===== src/rtl/odio_pkg.sv =====
package odio_pkg;
  localparam int REG_AW = 5;

  // word index = byte address [4:2]
  localparam logic [2:0] WI_OUT   = 3'd0;
  localparam logic [2:0] WI_LVL   = 3'd1;
  localparam logic [2:0] WI_RISE  = 3'd2;
  localparam logic [2:0] WI_FALL  = 3'd3;
  localparam logic [2:0] WI_PEND  = 3'd4;
  localparam logic [2:0] WI_CTRL  = 3'd5;

  localparam int CTL_IE = 0;
  localparam int CTL_PP = 1;
endpackage


===== src/rtl/odio_sync.sv =====
module odio_sync #(
  parameter int W = 24,
  parameter int STAGES = 2
) (
  input  logic         clk,
  input  logic         rst,
  input  logic [W-1:0] din,
  output logic [W-1:0] dout
);
  logic [W-1:0] stage_q [STAGES];

  always_ff @(posedge clk) begin
    if (rst) begin
      for (int s = 0; s < STAGES; s++) stage_q[s] <= '1;
    end else begin
      stage_q[0] <= din;
      for (int s = 1; s < STAGES; s++) stage_q[s] <= stage_q[s-1];
    end
  end

  assign dout = stage_q[STAGES-1];
endmodule


===== src/rtl/odio_edge_pend.sv =====
module odio_edge_pend #(
  parameter int W = 24
) (
  input  logic         clk,
  input  logic         rst,
  input  logic [W-1:0] lvl,
  input  logic [W-1:0] rise_sel,
  input  logic [W-1:0] fall_sel,
  input  logic [W-1:0] clr,
  output logic [W-1:0] pend
);
  logic [W-1:0] lvl_d;
  logic [W-1:0] hit;

  always_comb hit = (lvl & ~lvl_d & rise_sel) | (~lvl & lvl_d & fall_sel);

  always_ff @(posedge clk) begin
    if (rst) begin
      lvl_d <= '1;
      pend  <= '0;
    end else begin
      lvl_d <= lvl;
      pend  <= (pend & ~clr) | hit;
    end
  end

  // a flag only drops where a clear was requested
  a_r5_hold_unless_cleared: assert property (@(posedge clk) disable iff (rst)
    1'b1 |=> (($past(pend) & ~$past(clr) & ~pend) == '0));
  // a new flag needs one of its masks set
  a_r4_new_flag_masked: assert property (@(posedge clk) disable iff (rst)
    1'b1 |=> (((pend & ~$past(pend)) & ~$past(rise_sel | fall_sel)) == '0));
endmodule


===== src/rtl/odio_drive.sv =====
module odio_drive #(
  parameter int W = 24
) (
  input  logic         clk,
  input  logic         rst,
  input  logic         push_pull,
  input  logic [W-1:0] latch,
  input  logic [W-1:0] wr_bits,
  output logic [W-1:0] oe,
  output logic [W-1:0] o
);
  logic [W-1:0] armed_q;

  always_ff @(posedge clk) begin
    if (rst) armed_q <= '0;
    else if (push_pull) armed_q <= armed_q | wr_bits;
  end

  always_comb begin
    if (push_pull) begin
      oe = armed_q;
      o  = latch;
    end else begin
      oe = ~latch;
      o  = '0;
    end
  end

  // driver enables are sticky until reset
  a_r8_sticky_enable: assert property (@(posedge clk) disable iff (rst)
    1'b1 |=> (($past(armed_q) & ~armed_q) == '0));
  // open-drain mode never drives a high level
  a_r2_no_active_high: assert property (@(posedge clk) disable iff (rst)
    !push_pull |-> (o == '0));
endmodule


===== src/rtl/odio_port.sv =====
module odio_port
  import odio_pkg::*;
#(
  parameter int W  = 24,
  parameter int DW = 32
) (
  input  logic              clk,
  input  logic              rst,
  input  logic [REG_AW-1:0] reg_addr,
  input  logic              reg_we,
  input  logic [DW/8-1:0]   reg_wstrb,
  input  logic [DW-1:0]     reg_wdata,
  output logic [DW-1:0]     reg_rdata,
  input  logic [W-1:0]      line_in,
  output logic [W-1:0]      line_oe,
  output logic [W-1:0]      line_o,
  output logic              irq
);
  localparam int PADW = DW - W;

  logic [W-1:0] bmask;
  logic [W-1:0] out_q, rise_q, fall_q;
  logic [1:0]   ctrl_q;
  logic [W-1:0] lvl, pend, clr;
  logic [2:0]   widx;
  logic         wr_out, wr_rise, wr_fall, wr_pend, wr_ctrl;

  for (genvar i = 0; i < W; i++) begin : g_bmask
    assign bmask[i] = reg_wstrb[i/8];
  end

  assign widx    = reg_addr[4:2];
  assign wr_out  = reg_we && (widx == WI_OUT);
  assign wr_rise = reg_we && (widx == WI_RISE);
  assign wr_fall = reg_we && (widx == WI_FALL);
  assign wr_pend = reg_we && (widx == WI_PEND);
  assign wr_ctrl = reg_we && (widx == WI_CTRL);
  assign clr     = wr_pend ? (reg_wdata[W-1:0] & bmask) : '0;

  always_ff @(posedge clk) begin
    if (rst) begin
      out_q  <= '1;
      rise_q <= '0;
      fall_q <= '0;
      ctrl_q <= '0;
    end else begin
      if (wr_out)  out_q  <= (out_q  & ~bmask) | (reg_wdata[W-1:0] & bmask);
      if (wr_rise) rise_q <= (rise_q & ~bmask) | (reg_wdata[W-1:0] & bmask);
      if (wr_fall) fall_q <= (fall_q & ~bmask) | (reg_wdata[W-1:0] & bmask);
      if (wr_ctrl && reg_wstrb[0]) ctrl_q <= reg_wdata[1:0];
    end
  end

  odio_sync #(.W(W), .STAGES(2)) u_sync (
    .clk(clk), .rst(rst), .din(line_in), .dout(lvl)
  );

  odio_edge_pend #(.W(W)) u_pend (
    .clk(clk), .rst(rst), .lvl(lvl), .rise_sel(rise_q), .fall_sel(fall_q),
    .clr(clr), .pend(pend)
  );

  odio_drive #(.W(W)) u_drive (
    .clk(clk), .rst(rst), .push_pull(ctrl_q[CTL_PP]), .latch(out_q),
    .wr_bits(wr_out ? bmask : '0), .oe(line_oe), .o(line_o)
  );

  always_ff @(posedge clk) begin
    if (rst) begin
      reg_rdata <= '0;
      irq       <= 1'b0;
    end else begin
      irq <= ctrl_q[CTL_IE] && (|pend);
      case (widx)
        WI_OUT:  reg_rdata <= {{PADW{1'b0}}, out_q};
        WI_LVL:  reg_rdata <= {{PADW{1'b0}}, lvl};
        WI_RISE: reg_rdata <= {{PADW{1'b0}}, rise_q};
        WI_FALL: reg_rdata <= {{PADW{1'b0}}, fall_q};
        WI_PEND: reg_rdata <= {{PADW{1'b0}}, pend};
        WI_CTRL: reg_rdata <= {{(DW-2){1'b0}}, ctrl_q};
        default: reg_rdata <= '0;
      endcase
    end
  end

  // enable off means no request on the next cycle
  a_r7_gate_off: assert property (@(posedge clk) disable iff (rst)
    !ctrl_q[CTL_IE] |=> !irq);
  // enable on with pending bits raises the request
  a_r7_request: assert property (@(posedge clk) disable iff (rst)
    (ctrl_q[CTL_IE] && (pend != '0)) |=> irq);
endmodule


===== config.mk =====
export PLATFORM = sky130hd
export DESIGN_NAME = odio_port
export DESIGN_NICKNAME = d
export VERILOG_FILES = /design/src/rtl/odio_pkg.sv /design/src/rtl/odio_sync.sv /design/src/rtl/odio_edge_pend.sv /design/src/rtl/odio_drive.sv /design/src/rtl/odio_port.sv
export SDC_FILE = /design/constraint.sdc
export NUM_CORES = 1
export LEC_CHECK = 0
export ABC_AREA = 1
export BUFFER_PORTS_ARGS = -buffer_cell sky130_fd_sc_hd__clkbuf_2
export CORE_MARGIN = 2
export CORE_UTILIZATION = 55
export DETAILED_ROUTE_END_ITERATION = 16
export GPL_TIMING_DRIVEN = 0
export PLACE_DENSITY = 0.78
export SKIP_LAST_GASP = 1
export SYNTH_ARGS = -nofsm -noshare
export SYNTH_HDL_FRONTEND = slang
export SYNTH_HIERARCHICAL = 1
export SYNTH_SLANG_ARGS = --single-unit

===== constraint.sdc =====
create_clock -name clk -period 3.67 [get_ports clk]
set_input_delay 0.367 -clock clk [delete_from_list [all_inputs] [get_ports clk]]
set_output_delay 0.367 -clock clk [all_outputs]
set_load 0.02 [all_outputs]

=== Yosys cells after proc, flatten, opt, wreduce, memory -nomap -nowiden ===
Memory sizes are Yosys's and may differ from the RTL's.
Index checks and enable logic that the tools add are counted.

* Eq/ne operators: 5
* Muxes and demuxes: 10
* Bitwise logic cells: 22
* Reduce and logical (&&, ||, !) cells: 9

{| class="wikitable"
|+ Operators by type and width
! operator !! number
|-
| bitwise AND 24 bit || 9
|-
| two-way mux 24 bit || 6
|-
| bitwise OR 24 bit || 6
|-
| one-hot mux 24 bit (6 select lines) || 1
|-
| inverter 24 bit || 5
|-
| OR reduction 24 bit || 1
|-
| logical AND 1 bit || 7
|-
| equality test 3 x 2 -> 1 bit (second input constant) || 2
|-
| equality test 3 bit (second input constant) || 2
|-
| equality test 3 x 1 -> 1 bit (second input constant) || 1
|-
| logical NOT 3 bit || 1
|-
| two-way mux 1 bit || 3
|-
| bitwise OR 1 bit || 2
|}

* Register bits: 179
* RAM bits: 48
* Input port bits: 68
* Output and inout bits: 81
* Logic and storage cells: 56
* Memories: 1

{| class="wikitable"
|+ Memory list
! memory !! depth !! width !! read ports !! clocked after Yosys merged registers in !! wr ports !! line !! source
|-
| u_sync.stage_q || 2 || 24 || 2 || 0 || 2 || odio_sync.sv:10 || <nowiki>logic [W-1:0] stage_q [STAGES];</nowiki>
|}

=== Depth between registers and ports, before layout ===
Gate-level depths: netlist of the first run.

* Depth in word-level cells: 6
* Depth in mapped cells: 10
* Mapped depth without buffers: 9

=== Modules after synthesis ===
Netlist of the first run, hierarchy kept.

{| class="wikitable"
|+ By module, submodules not included
! module !! instances !! cells each !! area an instance (sq um) !! seq. area each (sq um)
|-
| odio_port || 1 || 697 || 4778.3 || 1981.9
|-
| odio_edge_pend || 1 || 294 || 1999.4 || 960.9
|-
| odio_sync || 1 || 174 || 1549.0 || 960.9
|-
| odio_drive || 1 || 205 || 1282.5 || 480.5
|}

=== Least setup slack after synthesis of the first run ===
Ideal clock, no wire load.

* Path type: input to register
* From: in reg_wstrb[1]
* To: reg u_pend.pend[10]
* Setup time: 109 ps
* Data arrival time: 1383 ps
* Data required time: 3561 ps
* Path slack: 2178 ps
* Stages on the path: 9
* Path buffers: 2
* Cells stage by stage: clkbuf_1 > clkbuf_1 > nand2_1 > nor2_1 > inv_1 > nand2_1 > nand3_1 > nand2_1 > inv_1

* Word-level cells in the longest chain between the ends: 5

{| class="wikitable"
|+ Ends and longest elaborated chain
! item !! line !! source
|-
| start, declared || odio_port.sv:11 || <nowiki>input logic [DW/8-1:0] reg_wstrb,</nowiki>
|-
| bitwise AND 24 bit || odio_port.sv:38 || <nowiki>assign clr = wr_pend ? (reg_wdata[W-1:0] & bmask) : '0;</nowiki>
|-
| two-way mux 24 bit || odio_port.sv:38 ||
|-
| via clr[10] || odio_port.sv:24 || <nowiki>logic [W-1:0] lvl, pend, clr;</nowiki>
|-
| inverter 24 bit || odio_edge_pend.sv:23 || <nowiki>pend <= (pend & ~clr) | hit;</nowiki>
|-
| bitwise AND 24 bit || odio_edge_pend.sv:23 ||
|-
| bitwise OR 24 bit || odio_edge_pend.sv:23 ||
|-
| end signal, assigned || odio_edge_pend.sv:23 ||
|-
| end, declared || odio_edge_pend.sv:10 || <nowiki>output logic [W-1:0] pend</nowiki>
|}

The timed path passes the listed nets, and every way through them passes these cells.
A chain may end at the register's enable or synchronous reset.

=== Worst setup path after layout of the first run ===
* From: reg ctrl_q[1]
* To: out line_oe[18]

* Word-level cells in the longest chain between the ends: 1

{| class="wikitable"
|+ Ends and longest elaborated chain
! item !! line !! source
|-
| start, declared || odio_port.sv:23 || <nowiki>logic [1:0] ctrl_q;</nowiki>
|-
| start signal, assigned || odio_port.sv:50 || <nowiki>if (wr_ctrl && reg_wstrb[0]) ctrl_q <= reg_wdata[1:0];</nowiki>
|-
| two-way mux 24 bit || odio_drive.sv:20 || <nowiki>if (push_pull) begin</nowiki>
|-
| end, declared || odio_port.sv:15 || <nowiki>output logic [W-1:0] line_oe,</nowiki>
|}

Every way passes these cells.

==> results of run 1 <==
==> worst max-delay path by stage <==
stage | depth (start not counted) | start | end | slack, ns
after floorplan | 9 | reg_wstrb[1] | u_pend/pend[10] | 2.18
after global placement | 11 | reg_addr[4] | u_pend/pend[8] | 1.63
after detailed placement | 11 | reg_addr[4] | u_pend/pend[8] | 1.64
after CTS | 6 | ctrl_q[1] | line_oe[18] | 1.61
after global routing | 6 | ctrl_q[1] | line_oe[18] | 1.51
final | 6 | ctrl_q[1] | line_oe[18] | 1.62
==> final cells by class <==
class / count / area share
Buffer: 99 / 0.05781
Clock buffer: 31 / 0.05537
Clock inverter: 9 / 0.01152
Inverter: 211 / 0.07032
Multi-Input combinational cell: 848 / 0.3367
Sequential cell: 219 / 0.3880
Tap cell: 225 / 0.02492
Timing Repair Buffer: 125 / 0.05537
==> metrics by stage <==
| stage | utilization | instances |
|---|---|---|
| floorplan | - | 1377 |
| global placement | 0.6138 | 1727 |
| detailed placement | 0.6138 | 1727 |
| CTS | 0.6578 | 1767 |
| global route | 0.6578 | 1767 |
| finish | 0.6578 | 1767 |
==> metal layers <==
metal / up-vias / routed length (um)
li1: 4548 / -
met1: 4052 / 11280
met2: 495 / 12080
met3: 81 / 3018
met4: 0 / 1071
met5: - / 0
==> cell families after synthesis <==
kind of cell,count (synthesis),synth area share
AO/OA/AOI/OAI,102,0.05755
flip-flops,219,0.4562
buffers and inverters,310,0.1507
AND/OR/NAND/NOR,738,0.3352
other,1,0.0003903
==> power by group through the flow <==
stage               clock (mW)  combinational (mW)  sequential, mW
floorplan                    0               0.263            2.53
global placement             0               0.438            2.52
detailed placement           0               0.442            2.52
CTS                       2.37               0.445            2.47
global route              2.46               0.492            2.47
finish                    2.36               0.454            2.47
==> worst reg2reg max path: cells and delay by family (launching register included) <==
family | cells | cell delay (ns)
and+or+nand+nor | 1 | 0.07
DFF | 1 | 0.39
AOI/OAI and AO/OA | 1 | 0.17
buffers and inverters | 2 | 0.30
==> cell usage in the layout, fill, tap and decap left out, types with 5 or more instances in the layout <==
cell	synthesis	final
nand2_1	381	381
dfxtp_1	219	219
inv_1	201	201
nand3_1	150	150
nor2_1	134	134
clkbuf_2	0	125
nand4_1	61	61
a21oi_1	51	51
buf_4	36	36
clkbuf_1	23	29
o21ai_0	29	29
buf_2	24	24
clkbuf_16	0	23
o21bai_1	16	16
buf_6	14	14
inv_2	8	8
conb_1	1	8
clkinv_2	2	5
o21ai_1	5	5
==> flow_summary.json, run 1 <==
{
  "status": "finished, final reports clean",
  "viasPerCell": 5.193,
  "regArea_um2": 4384,
  "area_growth_pct": 17.58,
  "dp_slack_ns": 1.644,
  "wl_um": 27450,
  "cp_data_arrival_time_ns": 1.69,
  "cts_buffer_depth": 3,
  "cpPeakStageDelay_ns": 0.39,
  "finalHoldViolations": 0,
  "synth_cell_type_count": 25,
  "synth_top_area_frac": 0.4563,
  "globalRouteOverflowTotal": 0,
  "cp-start-kind": "flop",
  "worst_pin_slew_ns": 0.8202,
  "grt_pass1_wl_um": 42260,
  "antenna_found_initial": 0,
  "synth_edf_count": 0,
  "syn_avg_cell_area_um2": 7.014,
  "diodes": 0,
  "r2r-end": "u_drive/armed_q[14]",
  "cap_viol_max_count": 0,
  "io_pins": 149,
  "dieHeight_um": 136.2,
  "crit_family": "buffers and inverters",
  "root_buffer": "clkbuf_16",
  "max_freq_mhz": 486.9,
  "syn_area_um2": 9609,
  "ys_warn_count": 6,
  "clk_pin_slew_worst_paths_ns": 0.07,
  "cts_made_buffers": 23,
  "start_util": 0.5594,
  "r2r-start": "ctrl_q[1]",
  "cp-end-kind": "output pin",
  "switching_share": 0.2444,
  "vias": 9176,
  "grt_max_degree": 17,
  "multi_input_area_um2": 3804,
  "hold_path_end": "u_sync/stage_q[0][11]",
  "critPathKind": "flop to output pin",
  "hold_path_class": "primary input to flop",
  "track_usage": 0.2939,
  "hold_path.startpoint": "line_in[11]",
  "ys_seq_area_frac": 0.4563,
  "post-route-period-util": 0.5596,
  "min_path_cells": 3,
  "required_ns": 3.30,
  "drt_iter0_drc": 872,
  "top_usage_layer": "met2",
  "cts_tree": "built",
  "total_power_mw": 5.281,
  "portBuffers": 125,
  "async_flop_share": 0,
  "synth.area.top_cells": "dfxtp_1 46%, nand2_1 15%, inv_1 7.9%",
  "met3_usage": 0.05406,
  "netlist_instances": 1370,
  "ant_nets": 0,
  "path_max_fanout": 10,
  "post_cts_buffers": 0,
  "post-synth-top-area-cell": "dfxtp_1",
  "slew_headroom": 0.4532,
  "cts_max_level": 1,
  "cpMostUsedCell": "buf_6",
  "ctsHoldBuffers": 0,
  "pwr-share-comb": 0.086,
  "hpwl_um": 19850,
  "switchingPower_mw": 1.291,
  "final_max_slew_viol_count": 0,
  "grt_pass1_vias": 8200,
  "period_needed_ns": 2.054,
  "grt_use_met1": 0.3892,
  "cp_cell_sequence": "buf_6 > buf_8 > buf_6 > nand2_1 > o21ai_0 > clkbuf_2",
  "rows": 48,
  "finalNetCount": 1595,
  "routedWlPerCell_um": 15.54,
  "die_width_um": 136.2,
  "setup_viol": 0,
  "r2r_slack_ns": 2.65,
  "powerDensity_nw_per_um2": 467.4,
  "dr.pass1.iters": 5,
  "clk_latency_ns": 0.52,
  "drc": 0,
  "placed_area_um2": 10540,
  "cts_sinks": 219,
  "drive_gt1_frac": 0.1660,
  "design_area_um2": 11300,
  "synthTopCellsByCount": "381 x nand2_1, 219 x dfxtp_1, 201 x inv_1, 150 x nand3_1, 134 x nor2_1",
  "slowest_stage": "dfxtp_1",
  "die_area_um2": 18550,
  "core_um2": 17180,
  "fillers": 1565,
  "place_congestion": 0.9601,
  "leakagePower_nw": 5.866,
  "rsz0062_at_grt": "false",
  "pwr-share-seq": 0.468,
  "fin_hold_ws_ns": 0.02327,
  "reg2reg_depth": 4,
  "cts_resized": 0,
  "fin_setup_tns_ns": 0,
  "internal_power_mw": 3.990,
  "worst-path-buf-inv": 4,
  "finalClockSkew_ns": 0.02555,
  "fin_ws_ns": 1.616,
  "use_met2": 0.4682,
  "ys_seq_elements": 219,
  "synth_most_common_cell": "nand2_1",
  "p_clk_frac": 0.446,
  "peakVddDrop_uv": 309.0,
  "yosys_most_used_dff": "dfxtp_1"
}
No activity file was read; power rests on OpenSTA's default activity.
==> inputs of run 2 (changes only) <==
- ABC_AREA: 1 -> 0
- CORE_UTILIZATION: 55 -> 51
- PLACE_DENSITY: 0.78 -> 0.76
- clock period: 3.67 -> 1.8 ns (I/O delays scaled with it)
==> flow_summary.json, run 2 <==
{
  "synthTopCellsByCount": "219 x dfxtp_1, 101 x nand2_1, 74 x nand3b_1, 66 x mux2i_1, 66 x nor2_1",
  "synth_compound_area_frac": 0.1129,
  "async_flop_share": 0,
  "syn_avg_cell_area_um2": 9.383,
  "cp_data_arrival_time_ns": 1.61,
  "total_power_mw": 11.18,
  "critPathKind": "flop to output pin",
  "wl_um": 26570,
  "placed_area_um2": 10130,
  "cp-end-kind": "output pin",
  "vias": 7716,
  "fillers": 1421,
  "pwr-share-comb": 0.079,
  "synth-simple-area-share": 0.2475,
  "instances_no_fill": 1434,
  "path_max_fanout": 10,
  "track_usage": 0.2686,
  "grt_max_degree": 17,
  "drt_iter0_drc": 708,
  "slew_headroom": 0.2773,
  "post-synth-top-area-cell": "dfxtp_1",
  "ant_nets": 0,
  "cts_sinks": 219,
  "start_util": 0.5149,
  "syn_area_um2": 9186,
  "switchingPower_mw": 2.514,
  "clk_pin_slew_worst_paths_ns": 0.07,
  "drive_gt1_frac": 0.2400,
  "status": "finished, final reports clean",
  "viasPerCell": 5.381,
  "grt_pass1_wl_um": 41010,
  "globalRouteOverflowTotal": 0,
  "synth.area.top_cells": "dfxtp_1 48%, mux2i_1 7.2%, nand3b_1 6.0%",
  "drc": 0,
  "hold_path_class": "primary input to flop",
  "core_um2": 17840,
  "required_ns": 1.62,
  "fin_hold_ws_ns": 0.08804,
  "die_area_um2": 19100,
  "yosys.area_share.adder": 0,
  "cts_buffer_depth": 3,
  "cts_max_level": 1,
  "synth_edf_count": 0,
  "synth_top_family_by_area": "simple AND/OR/NAND/NOR gates",
  "p_clk_frac": 0.471,
  "clk_latency_ns": 0.51,
  "cts_tree": "built",
  "antenna_found_initial": 1,
  "finalHoldViolations": 0,
  "dieHeight_um": 138.2,
  "place_congestion": 0.8742,
  "post-route-period-util": 0.9948,
  "switching_share": 0.2249,
  "final_common_cell": "dfxtp_1",
  "pwr-share-seq": 0.450,
  "internal_power_mw": 8.662,
  "dr.pass1.iters": 8,
  "design_area_um2": 11510,
  "cap_viol_max_count": 0,
  "worst_pin_slew_ns": 1.076,
  "setup_viol": 0,
  "fin_setup_tns_ns": 0,
  "synth_xor_area_frac": 0,
  "netlist_instances": 979,
  "hpwl_um": 18180,
  "ys_warn_count": 6,
  "grt_pass1_vias": 7322,
  "ys_seq_area_frac": 0.4773,
  "finalClockSkew_ns": 0.02042,
  "io_pins": 149,
  "final_max_slew_viol_count": 0,
  "cts_made_buffers": 23,
  "yosys_most_used_dff": "dfxtp_1",
  "die_width_um": 138.2,
  "root_buffer": "clkbuf_16",
  "final_cell_mix": "218 x dfxtp_1, 122 x clkbuf_2, 101 x nand2_1, 74 x nand3b_1, 66 x nor2_1",
  "ys_seq_elements": 219,
  "cp-start-kind": "flop",
  "powerDensity_nw_per_um2": 970.7,
  "peakVddDrop_uv": 629.0,
  "synth_cell_type_count": 44,
  "leakagePower_nw": 4.595,
  "portBuffers": 127,
  "rsz0062_at_grt": "true",
  "synth_most_common_cell": "dfxtp_1",
  "area_growth_pct": 25.33,
  "synth_top_area_frac": 0.4773,
  "rows": 49,
  "finalNetCount": 1255,
  "synthMuxAreaShare": 0.07927,
  "max_freq_mhz": 558.5,
  "period_needed_ns": 1.791,
  "routedWlPerCell_um": 18.53,
  "numPlacedInstances": 1342
}
run 2: worst paths after layout:
path	slack (ns)	depth (start not counted)	to	from
max	0.009	3	line_oe[19]	ctrl_q[1]
min	0.09	2	u_drive/armed_q[19]	rst
min reg2reg	0.40	1	u_sync/stage_q[0][37]	u_sync/stage_q[0][13]
max reg2reg	0.42	3	irq	u_pend/pend[20]
run 2: power by group through the flow:
stage	registers (mW)	clock network (mW)	logic (mW)
floorplan	5.14	0	0.470
global placement	5.13	0	0.773
detailed placement	5.13	0	0.781
CTS	5.02	5.30	0.872
global route	5.03	5.53	0.943
finish	5.03	5.26	0.888
run 2: metal layers:
| layer | GRT usage | part of all wire | vias to the layer above |
|---|---|---|---|
| li1 | - | - | 3689 |
| met1 | 0.3722 | 0.43 | 3624 |
| met2 | 0.4359 | 0.47 | 359 |
| met3 | 0.04538 | 0.083 | 44 |
| met4 | 0.07573 | 0.021 | 0 |
| met5 | 0 | 0 | - |
run 2: area by class of cell:
type                    count  area, um^2  area share
clock inverters            10       182.7     0.01587
inverters                  48       180.2     0.01565
flip-flops and latches    219        4388      0.3811
repair buffers            177        1141     0.09911
plain buffers              86       590.6     0.05129
diodes                      1       2.502   0.0002173
clock buffers              32       669.4     0.05814
multi-input cells         632        4073      0.3537
well taps                 229       286.5     0.02489
run 2: logic make-up after synthesis:
group,Yosys count
AND/OR/NAND/NOR,414
flip-flops,219
AO/OA/AOI/OAI,141
buffers and inverters,135
multiplexers,69
other,1
run 2: repair_timing:
action	CTS	global route
setup endpoints to repair	46	49
buffers inserted	2	0
endpoints found under the hold margin	93	0
hold buffers	48	0
resized for setup	9	10
run 2: metrics by stage:
stage / util / setup WS [ns]
after floorplan: - / 0.3081
after global placement: 0.5681 / -0.4265
after detailed placement: 0.5681 / -0.4391
after CTS: 0.6451 / -0.01675
after global routing: 0.6453 / -0.04663
final: 0.6453 / 0.009391
run 2: worst max-delay path: stages, from the launching register on:
cell and delay, ns:
dfxtp_4 0.47, buf_12 0.18, mux2i_1 0.23, clkbuf_4 0.20
